<file path="src/rtl/pbtc_pkg.sv">
package pbtc_pkg;

    typedef enum logic [2:0] {
        ENC_U8     = 3'd0,
        ENC_ULAW   = 3'd1,
        ENC_S16LE  = 3'd2,
        ENC_ALAW   = 3'd3,
        ENC_RSV4   = 3'd4,
        ENC_ADPCM  = 3'd5,
        ENC_S16BE  = 3'd6,
        ENC_RSV7   = 3'd7
    } enc_e;

    typedef struct packed {
        logic [1:0] shift;
        logic       bad_enc;
        logic       bad_rate;
    } fmt_info_t;

    typedef struct packed {
        logic status;
        logic pi;
        logic irq;
    } flags_t;

    function automatic fmt_info_t decode_fmt(input logic [7:0] f, input logic ext);
        fmt_info_t r;
        enc_e      code;
        logic      stereo;
        code   = enc_e'(ext ? f[7:5] : {1'b0, f[6:5]});
        stereo = f[4];
        r      = '0;
        case (code)
            ENC_U8, ENC_ULAW, ENC_ALAW: r.shift = {1'b0, stereo};
            ENC_S16LE, ENC_S16BE:       r.shift = stereo ? 2'd2 : 2'd1;
            default:                    r.bad_enc = 1'b1;
        endcase
        r.bad_rate = !f[0] && (f[3:1] == 3'd4 || f[3:1] == 3'd5);
        return r;
    endfunction

endpackage

</file>
<file path="src/rtl/pbtc_fmt_decode.sv">
module pbtc_fmt_decode
    import pbtc_pkg::*;
#(
    parameter int CNT_W = 16,
    localparam int XW   = CNT_W + 2
) (
    input  logic [7:0]       fmt_i,
    input  logic             ext_i,
    input  logic [CNT_W-1:0] base_i,
    output logic [XW-1:0]    limit_o,
    output logic             err_o
);
    fmt_info_t info;

    always_comb begin
        info    = decode_fmt(fmt_i, ext_i);
        limit_o = XW'(base_i) << info.shift;
        err_o   = info.bad_enc || info.bad_rate;
    end
endmodule

</file>
<file path="src/rtl/pbtc_counter.sv">
module pbtc_counter #(
    parameter int CNT_W   = 16,
    parameter int GRANT_W = 12,
    localparam int XW     = CNT_W + 2
) (
    input  logic               clk,
    input  logic               rst,
    input  logic               enable_now,
    input  logic               running,
    input  logic               irq_en,
    input  logic [XW-1:0]      limit,
    input  logic               grant_valid,
    input  logic [GRANT_W-1:0] grant_bytes,
    output logic [XW-1:0]      remain,
    output logic               tc
);
    logic [XW-1:0] xfer_q;
    logic [XW-1:0] headroom;
    logic [XW-1:0] offered;
    logic [XW-1:0] burst;
    logic          accept;

    always_comb begin
        headroom = (xfer_q >= limit) ? '0 : (limit - xfer_q);
        remain   = irq_en ? headroom : '1;
        offered  = XW'(grant_bytes);
        burst    = (irq_en && offered > headroom) ? headroom : offered;
        accept   = running && grant_valid && (burst != '0);
        tc       = accept && irq_en && (burst == headroom);
    end

    always_ff @(posedge clk) begin
        if (rst)
            xfer_q <= '0;
        else if (!enable_now)
            xfer_q <= '0;
        else if (tc)
            xfer_q <= '0;
        else if (accept)
            xfer_q <= xfer_q + burst;
    end
endmodule

</file>
<file path="src/rtl/pbtc_irq.sv">
module pbtc_irq
    import pbtc_pkg::*;
(
    input  logic   clk,
    input  logic   rst,
    input  logic   tc_i,
    input  logic   clr_i,
    output flags_t flags_o
);
    always_ff @(posedge clk) begin
        if (rst)
            flags_o <= '0;
        else if (tc_i)
            flags_o <= '{status: 1'b1, pi: 1'b1, irq: 1'b1};
        else if (clr_i)
            flags_o <= '0;
    end
endmodule

</file>
<file path="src/rtl/play_xfer_ctr.sv">
module play_xfer_ctr
    import pbtc_pkg::*;
#(
    parameter int CNT_W   = 16,
    parameter int GRANT_W = 12,
    localparam int XW     = CNT_W + 2
) (
    input  logic               clk,
    input  logic               rst,
    input  logic               ext_mode_i,
    input  logic [7:0]         fmt_i,
    input  logic               play_en_i,
    input  logic               irq_en_i,
    input  logic [CNT_W-1:0]   base_count_i,
    input  logic               grant_valid_i,
    input  logic [GRANT_W-1:0] grant_bytes_i,
    input  logic               irq_clear_i,
    output logic               dma_req_o,
    output logic               fmt_err_o,
    output logic [XW-1:0]      remain_o,
    output logic               status_o,
    output logic               pi_o,
    output logic               irq_o
);
    logic [XW-1:0] limit;
    logic          err;
    logic          enable_now;
    logic          run_q;
    logic          tc;
    flags_t        flags;

    pbtc_fmt_decode #(.CNT_W(CNT_W)) u_dec (
        .fmt_i  (fmt_i),
        .ext_i  (ext_mode_i),
        .base_i (base_count_i),
        .limit_o(limit),
        .err_o  (err)
    );

    assign enable_now = play_en_i && !err;

    always_ff @(posedge clk) begin
        if (rst) run_q <= 1'b0;
        else     run_q <= enable_now;
    end

    pbtc_counter #(.CNT_W(CNT_W), .GRANT_W(GRANT_W)) u_cnt (
        .clk        (clk),
        .rst        (rst),
        .enable_now (enable_now),
        .running    (run_q),
        .irq_en     (irq_en_i),
        .limit      (limit),
        .grant_valid(grant_valid_i),
        .grant_bytes(grant_bytes_i),
        .remain     (remain_o),
        .tc         (tc)
    );

    pbtc_irq u_irq (
        .clk    (clk),
        .rst    (rst),
        .tc_i   (tc),
        .clr_i  (irq_clear_i),
        .flags_o(flags)
    );

    assign dma_req_o = run_q;
    assign fmt_err_o = err;
    assign status_o  = flags.status;
    assign pi_o      = flags.pi;
    assign irq_o     = flags.irq;
endmodule

</file>
<file path="config.mk">
export PLATFORM = sky130hd
export DESIGN_NAME = play_xfer_ctr
export DESIGN_NICKNAME = d
export VERILOG_FILES = /design/src/rtl/pbtc_pkg.sv /design/src/rtl/pbtc_fmt_decode.sv /design/src/rtl/pbtc_counter.sv /design/src/rtl/pbtc_irq.sv /design/src/rtl/play_xfer_ctr.sv
export SDC_FILE = /design/constraint.sdc
export NUM_CORES = 1
export LEC_CHECK = 0
export ABC_CLOCK_PERIOD_IN_PS = 12950
export CAP_MARGIN = 10
export CORE_MARGIN = 2
export CORE_UTILIZATION = 55
export DETAILED_ROUTE_END_ITERATION = 8
export PLACE_DENSITY = 0.79
export SLEW_MARGIN = 0
export SYNTH_ARGS = -nofsm -noshare
export SYNTH_HDL_FRONTEND = slang
export SYNTH_SLANG_ARGS = --single-unit
export TNS_END_PERCENT = 20
</file>
<file path="constraint.sdc">
create_clock -name clk -period 12.95 [get_ports clk]
set_clock_uncertainty 0.2 [all_clocks]
set_input_delay 1.295 -clock clk [delete_from_list [all_inputs] [get_ports clk]]
set_output_delay 1.295 -clock clk [all_outputs]
set_load 0.01 [all_outputs]
</file>
==> impl_metrics.py, run 1 <==
metrics = {
    "run_status": {
        "status": "finished, final reports clean",
    },
    "route": {
        "dr.first_iter.drc_count": 319,
        "ant_nets": 0,
        "wirelength_um": 11800,
        "dr_total_vias": 4343,
        "first_pass_iters": 8,
        "wl_per_cell_um": 16.7,
        "drc_errors": 0,
        "avgViaCountPerCell": 6.17,
    },
    "cts": {
        "cts_resized": 0,
        "clk_latency_ps": 270,
        "cts_sinks": 20,
        "postCtsHoldBufs": 0,
        "cts_made_buffers": 3,
        "path_clk_slew_ps": 70,
        "htree_num_levels": 1,
        "cts_tree": "yes",
        "post_cts_buffers": 0,
        "cts_buffer_depth": 2,
        "root_buffer": "clkbuf_8",
    },
    "synthesis": {
        "yosys-top-cells-area": "ha_1 (15%), dfxtp_1 (10%), nand2_1 (8.3%), a21oi_1 (7.3%), mux2i_1 (4.8%)",
        "yosysTopAreaCellShare_pct": 15.0,
        "yosysWarnings": 0,
        "yosysSeqAreaShare_pct": 10.2,
        "synth_edf_count": 0,
        "async_flop_share_pct": 0,
        "syn_area_um2": 3920,
        "synth_area_leader_cell": "ha_1",
        "synth.distinct_cells": 75,
        "synth_ff_type": "dfxtp_1",
        "synth.avg_cell_area_um2": 7.07,
        "netlist_instances": 555,
        "ys_ff_latch": 20,
    },
    "worst_hold_path": {
        "min_path_type": "reg -> reg",
        "min_from": "u_cnt.xfer_q[17]",
    },
    "sta": {
        "rsz0062_at_grt": "false",
        "setup-tns-final_ps": 0,
        "relSlewSlack_pct": 24.1,
        "period_share_pct": 83.2,
        "worstMarginPinSlew_ps": 1140,
        "holdWs_ps": 275,
        "final-hold-violation-count": 0,
        "fin_crit_ps": 10770,
        "drv_slew": 0,
        "max_freq_mhz": 92.8,
        "setup_violations": 0,
        "worst_slack_ps": 2180,
    },
    "grt": {
        "grt_max_degree": 31,
        "grt_pass1_vias": 3911,
        "grt_pass1_wl_um": 18700,
        "antenna_found_initial": 0,
        "grt-ovfl-total": 0,
        "grt_usage_pct": 30.1,
    },
    "finish": {
        "drive_gt1_share_pct": 4.44,
        "diodes": 0,
        "nets": 701,
        "fill_cells": 617,
        "syn_to_final_growth_pct": 18.5,
        "fin_util_pct": 68.0,
    },
    "pwr": {
        "ir_drop_mv": 0.0495,
        "clkPwrFrac_pct": 13.8,
        "powerDensity_nw_per_um2": 77.1,
        "p_seq_share_pct": 17.6,
        "intPower_uw": 193,
        "power_uw": 358,
        "p_sw_share_pct": 46.0,
        "pwr-share-comb_pct": 68.6,
        "p_sw_uw": 165,
        "leakagePower_uw": 0.00194,
    },
    "floorplanning": {
        "rows": 30,
        "fp.dieW_um": 88.5,
        "die-area_um2": 7820,
        "design.core.area_um2": 6830,
        "die_h_um": 88.5,
        "io_pins": 66,
        "initial_core_util_pct": 57.4,
    },
    "placement": {
        "pre_cts_ws_ps": 2090,
        "place.gp.congestion": 0.950,
        "io_buffers": 64,
        "dp_hpwl_um": 9510,
    },
    "critical_path": {
        "max_stage_delay_ps": 830,
        "crit_arrival_ps": 10770,
        "worstPathMaxFanout": 25,
        "critPathSlowestCell": "a21oi_2",
        "critPathRequiredTime_ps": 12950,
        "cp-startpoint": "fmt_i[6]",
        "r2r_start": "u_cnt.xfer_q[6]",
        "critPathKind": "in -> reg",
        "worstSetupEndpointType": "flop",
        "cp-start-kind": "primary input",
    },
    "job": {
        "maxCapViolations": 0,
    },
}
-- registers in the layout, indices dropped and copies added, names as in the netlist --
| register | flops |
|---|---|
| u_irq.flags_o | 1 |
| dma_req_o | 1 |
| u_cnt.xfer_q | 18 |
-- power groups by stage --
stage	logic (µW)	registers, µW	clock network, µW
floorplan	165	64.4	0
global placement	234	64.5	0
detailed placement	240	64.6	0
CTS	241	63.1	50.3
global route	268	63.2	51.3
finish	246	63.1	49.4
-- cell families after synthesis --
family                     synth area share, %
and+or+nand+nor                           24.6
AOI/OAI and AO/OA                         31.6
buffers and inverters                     6.54
adders and majority gates                 16.0
xor gates and xnor gates                  6.09
DFF                                       10.2
muxes                                     4.85
other                                   0.0956
-- cells in the final DEF (no fill, tap or decap), drive strengths merged, types with 5 or more instances in the layout --
| cell type | synthesis | final |
|---|---|---|
| a21o | 14 | 14 |
| or3 | 7 | 7 |
| inv | 35 | 35 |
| xnor2 | 14 | 14 |
| xor2 | 8 | 8 |
| and3 | 8 | 8 |
| and2 | 5 | 5 |
| nor2 | 38 | 38 |
| nand3 | 13 | 13 |
| nand2 | 87 | 87 |
| dfxtp | 20 | 20 |
| o31ai | 6 | 6 |
| nand4 | 5 | 5 |
| a211oi | 11 | 11 |
| mux2i | 19 | 19 |
| conb | 1 | 5 |
| ha | 47 | 47 |
| nor3 | 12 | 12 |
| a21oi | 65 | 65 |
| clkdlybuf4s50 | 0 | 64 |
| o21ai | 40 | 40 |
-- critical path, delay by kind of cell --
kind | cells | cell delay, ps
AO/OA/AOI/OAI | 16 | 4900
adder cells (fa/ha/maj) | 3 | 1120
buffers and inverters | 2 | 690
multiplexers | 1 | 290
AND/OR/NAND/NOR | 11 | 2430
-- synthesized netlist by cell type, types with 4 or more instances --
master    instances
nand2_1          87
a21oi_1          57
ha_1             47
nor2_1           38
o21ai_0          38
inv_1            35
dfxtp_1          20
mux2i_1          19
a21o_1           14
xnor2_1          14
nand3_1          13
nor3_1           12
a211oi_1         10
clkbuf_1          9
a21oi_2           8
and3_1            8
xor2_1            8
or3_1             7
o31ai_1           6
and2_1            5
nand4_1           5
a211o_1           4
buf_2             4
buf_6             4
nand2b_1          4
nor2b_1           4
nor3b_1           4
-- routing by layer --
metal  routed length [µm]  GRT usage [%]
met5                    0              0
met4                  276           8.54
met3                  740           2.33
met2                 5610           52.2
met1                 5160           40.0
-- stage by stage --
step / cells / instance area (µm²)
2_1_floorplan: 559 / 3940
3_3_place_gp: 700 / 4590
3_5_place_dp: 700 / 4590
4_1_cts: 704 / 4650
5_1_grt: 704 / 4650
6_report: 704 / 4650
-- path summary, 6_finish.rpt --
kind	cells past startpoint	to	slack (ps)
max reg2reg	29	u_cnt.xfer_q[17]	4580
min reg2reg	2	u_cnt.xfer_q[17]	270
min	2	u_cnt.xfer_q[17]	270
max	33	u_cnt.xfer_q[17]	2180
-- layout make-up --
| class | count | area [µm²] | share of cell area [%] |
|---|---|---|---|
| Clock buffer | 4 | 55.1 | 1.18 |
| Sequential cell | 20 | 400 | 8.62 |
| Multi-Input combinational cell | 483 | 3280 | 70.7 |
| Tap cell | 96 | 120 | 2.58 |
| Inverter | 35 | 131 | 2.83 |
| Timing Repair Buffer | 66 | 656 | 14.1 |
Note: power is estimated with default switching activity, not from simulation.
==> run 2, diff against run 1 <==
ABC_CLOCK_PERIOD_IN_PS = 10500   (was 12950)
clock period = 10.5 ns   (was 12.95 ns; I/O delays follow)
==> impl_metrics.py, run 2 (synthesis gave the netlist of run 1 again) <==
metrics = {
    "critical_path": {
        "r2r_slack_ps": 2510,
        "worstPathMaxFanout": 10,
        "critPathRequiredTime_ps": 10500,
        "r2r_start": "u_cnt.xfer_q[6]",
        "rr_worst_depth": 28,
        "critPathKind": "in -> reg",
        "r2r_end": "u_cnt.xfer_q[17]",
        "max_stage_delay_ps": 610,
        "cp-start-kind": "primary input",
        "crit_arrival_ps": 9580,
        "worstSetupEndpointType": "flop",
        "crit_top_cell": "a21o_1",
        "critPathSlowestCell": "a2111oi_0",
    },
    "sta": {
        "period_share_pct": 91.3,
        "setup-tns-final_ps": 0,
        "max_freq_mhz": 104,
        "final-hold-violation-count": 0,
        "drv_slew": 0,
        "worstMarginPinSlew_ps": 800,
        "relSlewSlack_pct": 46.2,
        "fin_crit_ps": 9590,
        "setup_violations": 0,
        "rsz0062_at_grt": "false",
    },
    "cts": {
        "cts_buffer_depth": 2,
        "cts_made_buffers": 3,
        "cts_tree": "yes",
        "cts_resized": 0,
        "cts_sinks": 20,
        "post_cts_buffers": 0,
        "root_buffer": "clkbuf_8",
        "postCtsHoldBufs": 0,
        "path_clk_slew_ps": 80,
        "clk_latency_ps": 260,
        "htree_num_levels": 1,
    },
    "worst_hold_path": {
        "min_path_type": "reg -> reg",
        "min_to": "u_cnt.xfer_q[17]",
        "hold_depth": 2,
        "min_from": "u_cnt.xfer_q[17]",
    },
    "finish": {
        "drive_gt1_share_pct": 6.00,
        "nets": 710,
        "layout_commonest_cell": "nand2_1",
        "largest_reg_flops": 18,
        "final_cell_area_um2": 4730,
        "diodes": 0,
        "fin_util_pct": 69.3,
        "regMostFlops": "u_cnt.xfer_q",
        "syn_to_final_growth_pct": 20.7,
        "final_cell_mix": "nand2_1 (87), clkdlybuf4s50_1 (64), a21oi_1 (55)",
    },
    "route": {
        "dr.first_iter.drc_count": 373,
        "wl_per_cell_um": 16.5,
        "avgViaCountPerCell": 6.04,
        "dr_total_vias": 4303,
        "first_pass_iters": 5,
        "ant_nets": 0,
        "drc_errors": 0,
        "wirelength_um": 11700,
    },
    "grt": {
        "grt_max_degree": 31,
        "antenna_found_initial": 0,
        "busiest_layer": "met2",
        "grt_pass1_wl_um": 18700,
        "grt_pass1_vias": 3967,
        "use_met1_pct": 40.8,
        "use_met3_pct": 1.96,
        "grt_usage_pct": 30.2,
        "grt-ovfl-total": 0,
        "grt_use_met2_pct": 51.5,
    },
    "pwr": {
        "leakagePower_uw": 0.00199,
        "ir_drop_mv": 0.0856,
        "power_uw": 466,
        "powerDensity_nw_per_um2": 98.4,
    },
    "floorplanning": {
        "io_pins": 66,
        "initial_core_util_pct": 57.4,
        "fp.dieW_um": 88.5,
        "design.core.area_um2": 6830,
        "rows": 30,
        "die_h_um": 88.5,
        "die-area_um2": 7820,
    },
    "placement": {
        "io_buffers": 64,
        "dp_hpwl_um": 9710,
        "place.gp.congestion": 0.957,
        "dpl_cell_area_um2": 4660,
    },
    "job": {
        "maxCapViolations": 0,
    },
    "run_status": {
        "status": "finished, final reports clean",
    },
}
## run 2: changes by cell type in the layout (fill, tap and decap cells not counted)
cell       delta
a21oi_1       -1
bufinv_16     +1
clkbuf_8      -1
buf_4         +9
a21oi_2       +1
## run 2: worst max-delay path, delay by kind of cell
family | cells | cell delay (ps)
xor gates and xnor gates | 1 | 290
adders and majority gates | 3 | 1000
buffers and inverters | 2 | 640
muxes | 1 | 130
AOI/OAI and AO/OA | 15 | 4050
and+or+nand+nor | 12 | 2400
## run 2: through the flow
stage / instances / setup slack [ps] / hold WS (ps)
after global placement: 709 / 733 / 246
after floorplan: 559 / 1210 / 236
after global routing: 713 / 287 / 297
after detailed placement: 709 / 472 / 266
after CTS: 713 / 750 / 278
final: 713 / 913 / 281
## run 2: worst max path at each step
stage | start | end | slack (ps) | cells after the start
6_report | fmt_i[6] | u_cnt.xfer_q[17] | 910 | 34
3_3_place_gp | fmt_i[6] | u_cnt.xfer_q[17] | 730 | 33
4_1_cts | fmt_i[6] | u_cnt.xfer_q[17] | 750 | 33
3_5_place_dp | fmt_i[6] | u_cnt.xfer_q[17] | 470 | 33
2_1_floorplan | fmt_i[6] | u_cnt.xfer_q[17] | 1210 | 35
5_1_grt | fmt_i[6] | u_cnt.xfer_q[17] | 290 | 33
## run 2: cell type report
cell class	count	area (µm²)
clock buffers	3	41.3
clock inverters	1	30.0
fillers	591	2100
inverters	35	131
multi-input cells	483	3290
flip-flops and latches	20	400
well taps	96	120
repair buffers	75	723
## run 2: per-layer routing
layer	vias up	share of wire (%)	wire [µm]
met4	0	2.4	287
li1	2153	-	-
met2	156	48	5670
met5	-	0	0
met1	1969	43	5100
met3	25	5.8	676
## run 2: power breakdown
group	switching, µW	internal, µW	total, µW
clock	27.6	50.9	78.6
combinational	176	134	309
sequential	1.04	76.7	77.8
